--- src/rtl/intc_pkg.sv ---
package intc_pkg;
  localparam int unsigned NUM_SRC = 5;
  localparam int unsigned SRC_W   = $clog2(NUM_SRC);

  typedef enum logic [SRC_W-1:0] {
    SRC_EXT0 = 3'd0,
    SRC_TMR0 = 3'd1,
    SRC_EXT1 = 3'd2,
    SRC_TMR1 = 3'd3,
    SRC_SER  = 3'd4
  } src_e;

  typedef enum logic {
    LVL_LO = 1'b0,
    LVL_HI = 1'b1
  } lvl_e;

  typedef struct packed {
    logic             valid;
    lvl_e             lvl;
    logic [SRC_W-1:0] idx;
  } grant_t;
endpackage

--- src/rtl/intc_sfr.sv ---
module intc_sfr
  import intc_pkg::*;
#(
  parameter int unsigned        DW       = 8,
  parameter int unsigned        AW       = 8,
  parameter logic [AW-1:0]      EN_ADDR  = 8'hA8,
  parameter logic [AW-1:0]      PRI_ADDR = 8'hB8,
  parameter int unsigned        GE_BIT   = 7
) (
  input  logic               clk_i,
  input  logic               rst_ni,
  input  logic               wr_i,
  input  logic [AW-1:0]      addr_i,
  input  logic [DW-1:0]      wdata_i,
  output logic [DW-1:0]      rdata_o,
  output logic [NUM_SRC-1:0] src_en_o,
  output logic               glb_en_o,
  output logic [NUM_SRC-1:0] pri_o
);
  localparam logic [DW-1:0] SRC_MASK = DW'((1 << NUM_SRC) - 1);
  localparam logic [DW-1:0] EN_MASK  = SRC_MASK | DW'(1 << GE_BIT);

  logic [DW-1:0] en_q, pri_q;

  always_ff @(posedge clk_i or negedge rst_ni) begin
    if (!rst_ni) begin
      en_q  <= '0;
      pri_q <= '0;
    end else if (wr_i) begin
      if (addr_i == EN_ADDR)  en_q  <= wdata_i & EN_MASK;
      if (addr_i == PRI_ADDR) pri_q <= wdata_i & SRC_MASK;
    end
  end

  always_comb begin
    if (addr_i == EN_ADDR)       rdata_o = en_q;
    else if (addr_i == PRI_ADDR) rdata_o = pri_q;
    else                         rdata_o = '0;
  end

  assign src_en_o = en_q[NUM_SRC-1:0];
  assign glb_en_o = en_q[GE_BIT];
  assign pri_o    = pri_q[NUM_SRC-1:0];
endmodule

--- src/rtl/intc_sample.sv ---
module intc_sample
  import intc_pkg::*;
(
  input  logic               clk_i,
  input  logic               rst_ni,
  input  logic [NUM_SRC-1:0] irq_i,
  output logic [NUM_SRC-1:0] flag_o
);
  // one cycle of sampling before arbitration acts on a flag
  always_ff @(posedge clk_i or negedge rst_ni) begin
    if (!rst_ni) flag_o <= '0;
    else         flag_o <= irq_i;
  end
endmodule

--- src/rtl/intc_arb.sv ---
module intc_arb
  import intc_pkg::*;
(
  input  logic [NUM_SRC-1:0] flag_i,
  input  logic [NUM_SRC-1:0] src_en_i,
  input  logic               glb_en_i,
  input  logic [NUM_SRC-1:0] pri_i,
  input  logic [1:0]         ins_i,
  output grant_t             grant_o
);
  localparam int unsigned NLVL = 2;

  logic [NUM_SRC-1:0] live;
  logic [NLVL-1:0][NUM_SRC-1:0] elig;
  logic [NLVL-1:0]              any;
  logic [NLVL-1:0][SRC_W-1:0]   pick;
  logic [NLVL-1:0]              open_lvl;

  assign live = flag_i & src_en_i & {NUM_SRC{glb_en_i}};
  assign elig[LVL_HI] = live & pri_i;
  assign elig[LVL_LO] = live & ~pri_i;

  // high may enter unless high in service; low only when nothing is
  assign open_lvl[LVL_HI] = ~ins_i[LVL_HI];
  assign open_lvl[LVL_LO] = ~|ins_i;

  for (genvar l = 0; l < NLVL; l++) begin : g_lvl
    always_comb begin
      pick[l] = '0;
      for (int i = NUM_SRC - 1; i >= 0; i--) begin
        if (elig[l][i]) pick[l] = SRC_W'(i);
      end
    end
    assign any[l] = |elig[l] & open_lvl[l];
  end

  always_comb begin
    grant_o = '{valid: 1'b0, lvl: LVL_LO, idx: '0};
    if (any[LVL_HI]) begin
      grant_o = '{valid: 1'b1, lvl: LVL_HI, idx: pick[LVL_HI]};
    end else if (any[LVL_LO] && ~|elig[LVL_HI]) begin
      grant_o = '{valid: 1'b1, lvl: LVL_LO, idx: pick[LVL_LO]};
    end
  end
endmodule

--- src/rtl/intc_nest.sv ---
module intc_nest
  import intc_pkg::*;
#(
  parameter int unsigned          VA_W       = 16,
  parameter logic [VA_W-1:0]      VEC_BASE   = 16'h0003,
  parameter int unsigned          VEC_STRIDE = 8
) (
  input  logic            clk_i,
  input  logic            rst_ni,
  input  grant_t          grant_i,
  input  logic            reti_i,
  output logic [1:0]      ins_o,
  output logic            vec_req_o,
  output logic            vec_lvl_o,
  output logic [VA_W-1:0] vec_addr_o
);
  logic [1:0] clr, set, ins_q;

  always_comb begin
    clr = 2'b00;
    if (reti_i) begin
      if (ins_q[LVL_HI])      clr = 2'b10;
      else if (ins_q[LVL_LO]) clr = 2'b01;
    end
    set = 2'b00;
    if (grant_i.valid) set[grant_i.lvl] = 1'b1;
  end

  always_ff @(posedge clk_i or negedge rst_ni) begin
    if (!rst_ni) begin
      ins_q      <= '0;
      vec_req_o  <= 1'b0;
      vec_lvl_o  <= 1'b0;
      vec_addr_o <= '0;
    end else begin
      ins_q     <= (ins_q & ~clr) | set;
      vec_req_o <= grant_i.valid;
      if (grant_i.valid) begin
        vec_lvl_o  <= grant_i.lvl;
        vec_addr_o <= VEC_BASE + VA_W'(grant_i.idx) * VA_W'(VEC_STRIDE);
      end
    end
  end

  assign ins_o = ins_q;
endmodule

--- src/rtl/intc_top.sv ---
module intc_top
  import intc_pkg::*;
#(
  parameter int unsigned     DW         = 8,
  parameter int unsigned     AW         = 8,
  parameter logic [AW-1:0]   EN_ADDR    = 8'hA8,
  parameter logic [AW-1:0]   PRI_ADDR   = 8'hB8,
  parameter int unsigned     GE_BIT     = 7,
  parameter int unsigned     VA_W       = 16,
  parameter logic [VA_W-1:0] VEC_BASE   = 16'h0003,
  parameter int unsigned     VEC_STRIDE = 8
) (
  input  logic            clk_i,
  input  logic            rst_ni,
  input  logic            sfr_wr_i,
  input  logic [AW-1:0]   sfr_addr_i,
  input  logic [DW-1:0]   sfr_wdata_i,
  output logic [DW-1:0]   sfr_rdata_o,
  input  logic [4:0]      irq_i,
  input  logic            reti_i,
  output logic            vec_req_o,
  output logic            vec_lvl_o,
  output logic [VA_W-1:0] vec_addr_o,
  output logic [1:0]      ins_o
);
  logic [NUM_SRC-1:0] src_en, pri, flag;
  logic               glb_en;
  grant_t             grant;

  intc_sfr #(
    .DW(DW), .AW(AW), .EN_ADDR(EN_ADDR), .PRI_ADDR(PRI_ADDR), .GE_BIT(GE_BIT)
  ) u_sfr (
    .clk_i    (clk_i),
    .rst_ni   (rst_ni),
    .wr_i     (sfr_wr_i),
    .addr_i   (sfr_addr_i),
    .wdata_i  (sfr_wdata_i),
    .rdata_o  (sfr_rdata_o),
    .src_en_o (src_en),
    .glb_en_o (glb_en),
    .pri_o    (pri)
  );

  intc_sample u_sample (
    .clk_i  (clk_i),
    .rst_ni (rst_ni),
    .irq_i  (irq_i),
    .flag_o (flag)
  );

  intc_arb u_arb (
    .flag_i   (flag),
    .src_en_i (src_en),
    .glb_en_i (glb_en),
    .pri_i    (pri),
    .ins_i    (ins_o),
    .grant_o  (grant)
  );

  intc_nest #(
    .VA_W(VA_W), .VEC_BASE(VEC_BASE), .VEC_STRIDE(VEC_STRIDE)
  ) u_nest (
    .clk_i      (clk_i),
    .rst_ni     (rst_ni),
    .grant_i    (grant),
    .reti_i     (reti_i),
    .ins_o      (ins_o),
    .vec_req_o  (vec_req_o),
    .vec_lvl_o  (vec_lvl_o),
    .vec_addr_o (vec_addr_o)
  );
endmodule

--- config.mk ---
export PLATFORM = sky130hd
export DESIGN_NAME = intc_top
export DESIGN_NICKNAME = d
export VERILOG_FILES = /design/src/rtl/intc_pkg.sv /design/src/rtl/intc_sfr.sv /design/src/rtl/intc_sample.sv /design/src/rtl/intc_arb.sv /design/src/rtl/intc_nest.sv /design/src/rtl/intc_top.sv
export SDC_FILE = /design/constraint.sdc
export NUM_CORES = 1
export LEC_CHECK = 0
export BUFFER_PORTS_ARGS = -buffer_cell sky130_fd_sc_hd__buf_2
export CORE_AREA = 2 2 66 49
export CTS_CLUSTER_DIAMETER = 50
export DETAILED_ROUTE_END_ITERATION = 7
export DIE_AREA = 0 0 68 51
export GPL_ROUTABILITY_DRIVEN = 0
export PLACE_DENSITY = 0.76
export SYNTH_ARGS = -nofsm -noshare
export SYNTH_HDL_FRONTEND = slang
export SYNTH_SLANG_ARGS = --single-unit
--- constraint.sdc ---
create_clock -name clk_i -period 1.91 [get_ports clk_i]
set_clock_uncertainty 0.15 [all_clocks]
set_input_delay 0.191 -clock clk_i [delete_from_list [all_inputs] [get_ports clk_i]]
set_output_delay 0.191 -clock clk_i [all_outputs]
set_load 0.02 [all_outputs]
==> results of run 1 <==
[cells in the mapped netlist]
master,count
dfrtp_1,24
buf_4,15
nor2_1,9
nand4_1,7
mux2_4,6
mux2_2,5
mux2i_1,5
nand4b_1,5
nand2_1,4
o21ai_0,4
inv_1,3
nor3_1,3
a21oi_1,2
a221o_1,2
and4_1,2
nand3_1,2
a211o_1,1
and3_1,1
buf_2,1
buf_6,1
conb_1,1
inv_6,1
nand2b_1,1
nand3_4,1
nand3b_4,1
nor2b_1,1
nor3b_1,1
nor4_1,1
o21a_1,1
o21ai_1,1
o31ai_1,1
or4_1,1
[power by group]
group          internal (W)  switching, W
clock              0.000141      0.000147
combinational     0.0000691     0.0000861
sequential         0.000535     0.0000277
total              0.000744      0.000260
[sequential cells by signal (all words and copies together), names as in the netlist]
signal             count
u_sfr.pri_q            5
u_sample.flag_o        5
u_nest.vec_req_o       1
u_sfr.en_q             6
u_nest.vec_lvl_o       1
u_nest.ins_o           2
u_nest.vec_addr_o      4
[routing by layer]
layer	up-vias	wire, um	track usage, %
li1	483	-	-
met1	488	1162	22.57
met2	66	1392	26.54
met3	7	224	6.388
met4	0	29	7.000
met5	-	0	0
[cells by family after synthesis]
| kind of cell | synth area share, % |
|---|---|
| simple gates | 19.96 |
| flops | 46.74 |
| buf+inv | 11.59 |
| mux | 15.29 |
| compound gates | 6.135 |
| other cells | 0.2918 |
[worst paths after layout]
path                       cells past startpoint  slack (ns)                          endpoint
max                                            6        0.09                    sfr_rdata_o[0]
min                                            2        0.02         u_sfr.en_q[4]$_DFFE_PN0P_
max reg2reg                                    5        0.13  u_nest.vec_addr_o[5]$_DFFE_PN0P_
min reg2reg                                    1        0.34  u_nest.vec_addr_o[1]$_DFFE_PN0P_
max in group asynchronous                      2        0.92         u_sfr.en_q[7]$_DFFE_PN0P_
min in group asynchronous                      2        0.30        u_nest.vec_req_o$_DFF_PN0_
[metrics by stage]
stage                     cell area (um^2)  setup TNS (ns)
after floorplan                       1330               0
after global placement                1471               0
after detailed placement              1471               0
after CTS                             1583               0
after global routing                  1617       -0.002244
final                                 1617               0
[critical path: stages]
cell and delay (ns):
buf_2 0.09, nand4b_1 0.15, or4_1 0.57, buf_4 0.21, nor2_1 0.10, buf_2 0.17
[area by class of cell]
| class | count | area [um^2] | area share [%] |
|---|---|---|---|
| Timing Repair Buffer | 51 | 317.8 | 19.66 |
| Inverter | 4 | 20.02 | 1.238 |
| Tap cell | 38 | 47.55 | 2.941 |
| Clock buffer | 3 | 41.29 | 2.554 |
| Sequential cell | 24 | 601.8 | 37.23 |
| Multi-Input combinational cell | 81 | 588.1 | 36.38 |
[what timing repair did]
action                                 4_1_cts  5_1_grt
endpoints found under the hold margin       30        0
setup endpoints to repair                    0        5
gates resized for setup                      0        3
setup buffers                                0        2
hold buffers                                 7        0
==> summary.md, run 1 <==
| Metric | Value |
|---|---|
| Status | completed |
| Seq cells post-synth | 24 |
| Placed Instances | ~190 |
| Synthesis-to-finish area growth | 25.80% |
| Vias in the first global route | just under 1000 |
| Antenna Nets Post-Route | 0 |
| Most frequent cells in the layout | buf_2, dfrtp_1, conb_1 |
| Non-filler cells, final | 201 |
| H-Tree Depth | 1 |
| Clk buf depth | 2 |
| CTS sink cnt | 24 |
| Required time of the critical path | approximately 1.6 ns |
| Fmax | 549.4 MHz |
| Post-synthesis cell count | roughly 110 |
| Pre-CTS WS | 0.01313 ns |
| Share of post-route cells with drive strength above 1 | 39.26% |
| Worst setup SP type | input pin |
| Largest net degree at the start of global routing | 25 |
| Synth area leader | dfrtp_1 |
| Total track usage | 17.50% |
| Final WL | about 2800 um |
| Initial antenna violation count | 0 |
| R2r startpoint | u_sfr.en_q[7]$_DFFE_PN0P_ |
| CP max FO | 5 |
| Synth area leaders | dfrtp_1, buf_4, mux2_4 |
| Hold Crit Start | sfr_wdata_i[4] |
| TritonRoute pass-1 iters | 6 |
| Most common cell after layout, fill and taps aside | buf_2 |
| Peak supply drop | 0.2852 mV |
| Pins over their slew limit | 0 |
| Iteration-0 DRC Markers | 41 |
| Min Tclk post-route | roughly 1.8 ns |
| Global route overflow | 0 |
| Yosys top cell area share | 46.74% |
| Util after Layout | 55.07% |
| Leakage power | 0.9000 nW |
| Final worst path period share | 95.30% |
| Port buffer count | 37 |
| Vias per Instance | 5.194 |
| Synth Warn # | 0 |
| # IOs | 53 |
| Mapped cell area | 1285 um^2 |
| Mapped Avg Cell Area | 11.27 um^2 |
| Die Wd | 68 um |
| Hold Vio Cnt, Final | 0 |
| Slew headroom | 64.35% |
| Final setup fails | 0 |
| Crit path setup slack, layout | 0.08981 ns |
| HP Class | in2reg |
| Least-Margin Pin Slew | 0.5347 ns |
| Latest clock arrival within the worst-skew pair | 0.26 ns |
| Final Power | 0.001005 W |
| CTS root buffer | clkbuf_8 |
| Max cap viols | 0 |
| Fin Hold WS | 0.02177 ns |
| Placement Rows | 17 |
| Worst path arrival time | 1.48 ns |
| Remaining DRCs | 0 |
| CTS tree | done |
| Path type of the worst setup path | in2out |
| TritonCTS Buffers | 3 |
| Initial core utilization | 43.78% |
| Clk slew on worst S/H paths | 0.07 ns |
| Cell area power density | 621.7 nW/um^2 |
| Antenna diode count | 0 |
| Critical path endpoint category | output port |
| Sequential area share after synthesis | roughly 47% |
| Area of the core | 2935 um^2 |
| Wire length per cell | 13.97 um |
| DR vias | 1044 |
| CP Launch Point | sfr_addr_i[6] |
| Synth unique cells | 32 |
| Nets | 190 |
| Die Ht | 51 um |
| Dpl hpwl | 1966 um |
| Fillers | between 200 and 300 |
| Die area | 3468 um^2 |
| First-pass GRT wire length | ~4500 um |
No activity file was read; power rests on OpenSTA's default activity.
==> run 2, diff against run 1 <==
==> constraint.sdc (replaced) <==
create_clock -name clk_i -period 1.91 [get_ports clk_i]
set_clock_uncertainty 0.15 [all_clocks]
set_input_delay 0.0955 -clock clk_i [delete_from_list [all_inputs] [get_ports clk_i]]
set_output_delay 0.0955 -clock clk_i [all_outputs]
set_load 0.02 [all_outputs]
==> run 2 against run 1 <==
Effect of this change: non-clock buffer count grew 3; sequential cell count did not move; via count down 3.4%; worst hold slack improved by 0.088 ns; critical path type is now reg2reg.
==> summary.md, run 2 (synthesis gave the netlist of run 1 again) <==
| Metric | Value |
|---|---|
| Fin Hold WS | ~0.11 ns |
| Most common cell after layout, fill and taps aside | buf_2 |
| Largest net degree at the start of global routing | 25 |
| Unrepaired setup endpoints after global routing | no |
| TritonCTS Buffers | 3 |
| Worst path arrival time | 1.83 ns |
| HP Class | in2reg |
| Fmax | 563.7 MHz |
| Path type of the worst setup path | reg2reg |
| Worst setup SP type | flop |
| Nets | 193 |
| Sequential cell area | ~600 um^2 |
| Most flop-heavy register | u_sfr.en_q |
| Latest clock arrival within the worst-skew pair | 0.27 ns |
| Initial core utilization | 43.78% |
| Setup bufs post-CTS | 0 |
| Final WL | between 2000 and 3000 um |
| Fillers | 270 |
| Largest regs | u_sfr.en_q (6), u_sample.flag_o (5), u_sfr.pri_q (5) |
| Min Tclk post-route | between 1.5 and 2 ns |
| Required time of the critical path | slightly below 2 ns |
| CTS tree | done |
| Final Power | 0.001055 W |
| Max cap viols | 0 |
| Wire length per cell | 12.49 um |
| Placement Rows | 17 |
| Max FFs per register | 6 |
| CP max FO | 14 |
| Final setup fails | 0 |
| Die area | approximately 3500 um^2 |
| Vias in the first global route | 973 |
| Critical path endpoint category | flop |
| CTS sink cnt | 24 |
| Cell area power density | 639.4 nW/um^2 |
| Pins over their slew limit | 0 |
| Dpl hpwl | 1941 um |
| Port buffer count | 37 |
| Least-Margin Pin Slew | 0.5258 ns |
| Final TNS setup | 0 ns |
| Global route overflow | 0 |
| Antenna Nets Post-Route | 0 |
| Initial antenna violation count | 0 |
| H-Tree Depth | 1 |
| Share of post-route cells with drive strength above 1 | 35.93% |
| Iteration-0 DRC Markers | 26 |
| CTS root buffer | clkbuf_8 |
| Antenna diode count | 0 |
| Synthesis-to-finish area growth | 28.43% |
| Pre-CTS WS | 0.07320 ns |
| Peak supply drop | roughly 0.43 mV |
| Area of the core | 2935 um^2 |
| Final worst path period share | 92.89% |
| Die Ht | 51 um |
| Vias per Instance | ~4.9 |
| Clk buf depth | 2 |
| Crit path setup slack, layout | 0.1359 ns |
| Status | completed |
| # IOs | 53 |
| Remaining DRCs | 0 |
| Most frequent cells in the layout | buf_2, dfrtp_1, conb_1, dlygate4sd3_1, nor2_1 |
| Slew headroom | around two thirds |
| Total track usage | 17.18% |
| Clk slew on worst S/H paths | around 0.080 ns |
| DR vias | ~1000 |
| Leakage power | 0.9129 nW |
| TritonRoute pass-1 iters | 4 |
| Die Wd | 68 um |
| Hold Vio Cnt, Final | 0 |
| Area of the multi-input gates | 580.6 um^2 |
| First-pass GRT wire length | 4333 um |
==> run 2: per-layer routing <==
layer  up-vias  GRT usage [%]  share of wire [%]
li1        501              -                  -
met1       460          22.48                 46
met2        46          27.35                 47
met3         2          5.507                6.2
met4         0          4.667               0.47
met5         -              0                  0
==> run 2: where the power goes <==
group | switching, W | internal (W) | total, W | leakage (nW)
logic | 0.0000833 | 0.0000713 | 0.000155 | 0.565
registers | 0.0000283 | 0.000535 | 0.000563 | 0.319
clock network | 0.000154 | 0.000184 | 0.000338 | 0.0288
total | 0.000265 | 0.000790 | 0.00106 | 0.913
==> run 2: cell type report <==
class	count	share of cell area (%)
multi-input combinational	81	35.18
timing repair buffer	54	20.92
tap	38	2.881
inverter	4	1.213
sequential	24	36.47
clock buffer	4	3.336
==> run 2: per-stage QoR <==
| stage | cell area [um^2] | std cells | util [%] |
|---|---|---|---|
| after global routing | 1650 | 205 | 56.22 |
| after floorplan | 1330 | 126 | - |
| after detailed placement | 1464 | 188 | 49.87 |
| final | 1650 | 205 | 56.22 |
| after CTS | 1649 | 205 | 56.18 |
| after global placement | 1464 | 188 | 49.87 |
==> run 2: final timing paths <==
kind                                         startpoint  slack, ns                               end  cells after the start
setup / recovery              u_sfr.en_q[7]$_DFFE_PN0P_       0.14  u_nest.vec_addr_o[4]$_DFFE_PN0P_                      5
hold / removal                                 sfr_wr_i       0.11        u_sfr.pri_q[2]$_DFFE_PN0P_                      3
setup reg to reg              u_sfr.en_q[7]$_DFFE_PN0P_       0.14  u_nest.vec_addr_o[4]$_DFFE_PN0P_                      5
hold reg to reg            u_nest.vec_lvl_o$_DFFE_PN0P_       0.33      u_nest.vec_lvl_o$_DFFE_PN0P_                      2
max in group asynchronous                        rst_ni       1.04         u_sfr.en_q[7]$_DFFE_PN0P_                      2
min in group asynchronous                        rst_ni       0.19         u_nest.ins_o[1]$_DFF_PN0_                      2
==> run 2: timing repair <==
action                     in CTS  in global routing
gates resized for setup         0                  1
hold endpoints to repair       42                  0
hold buffers                   13                  0
setup endpoints to repair       0                  3
==> run 2: critical path, cell delays in order (launching register included) <==
cell	delay, ns
dfrtp_2	0.49
nand4_1	0.16
nand4_1	0.16
nor4_1	0.38
and4_1	0.27
a211o_1	0.10
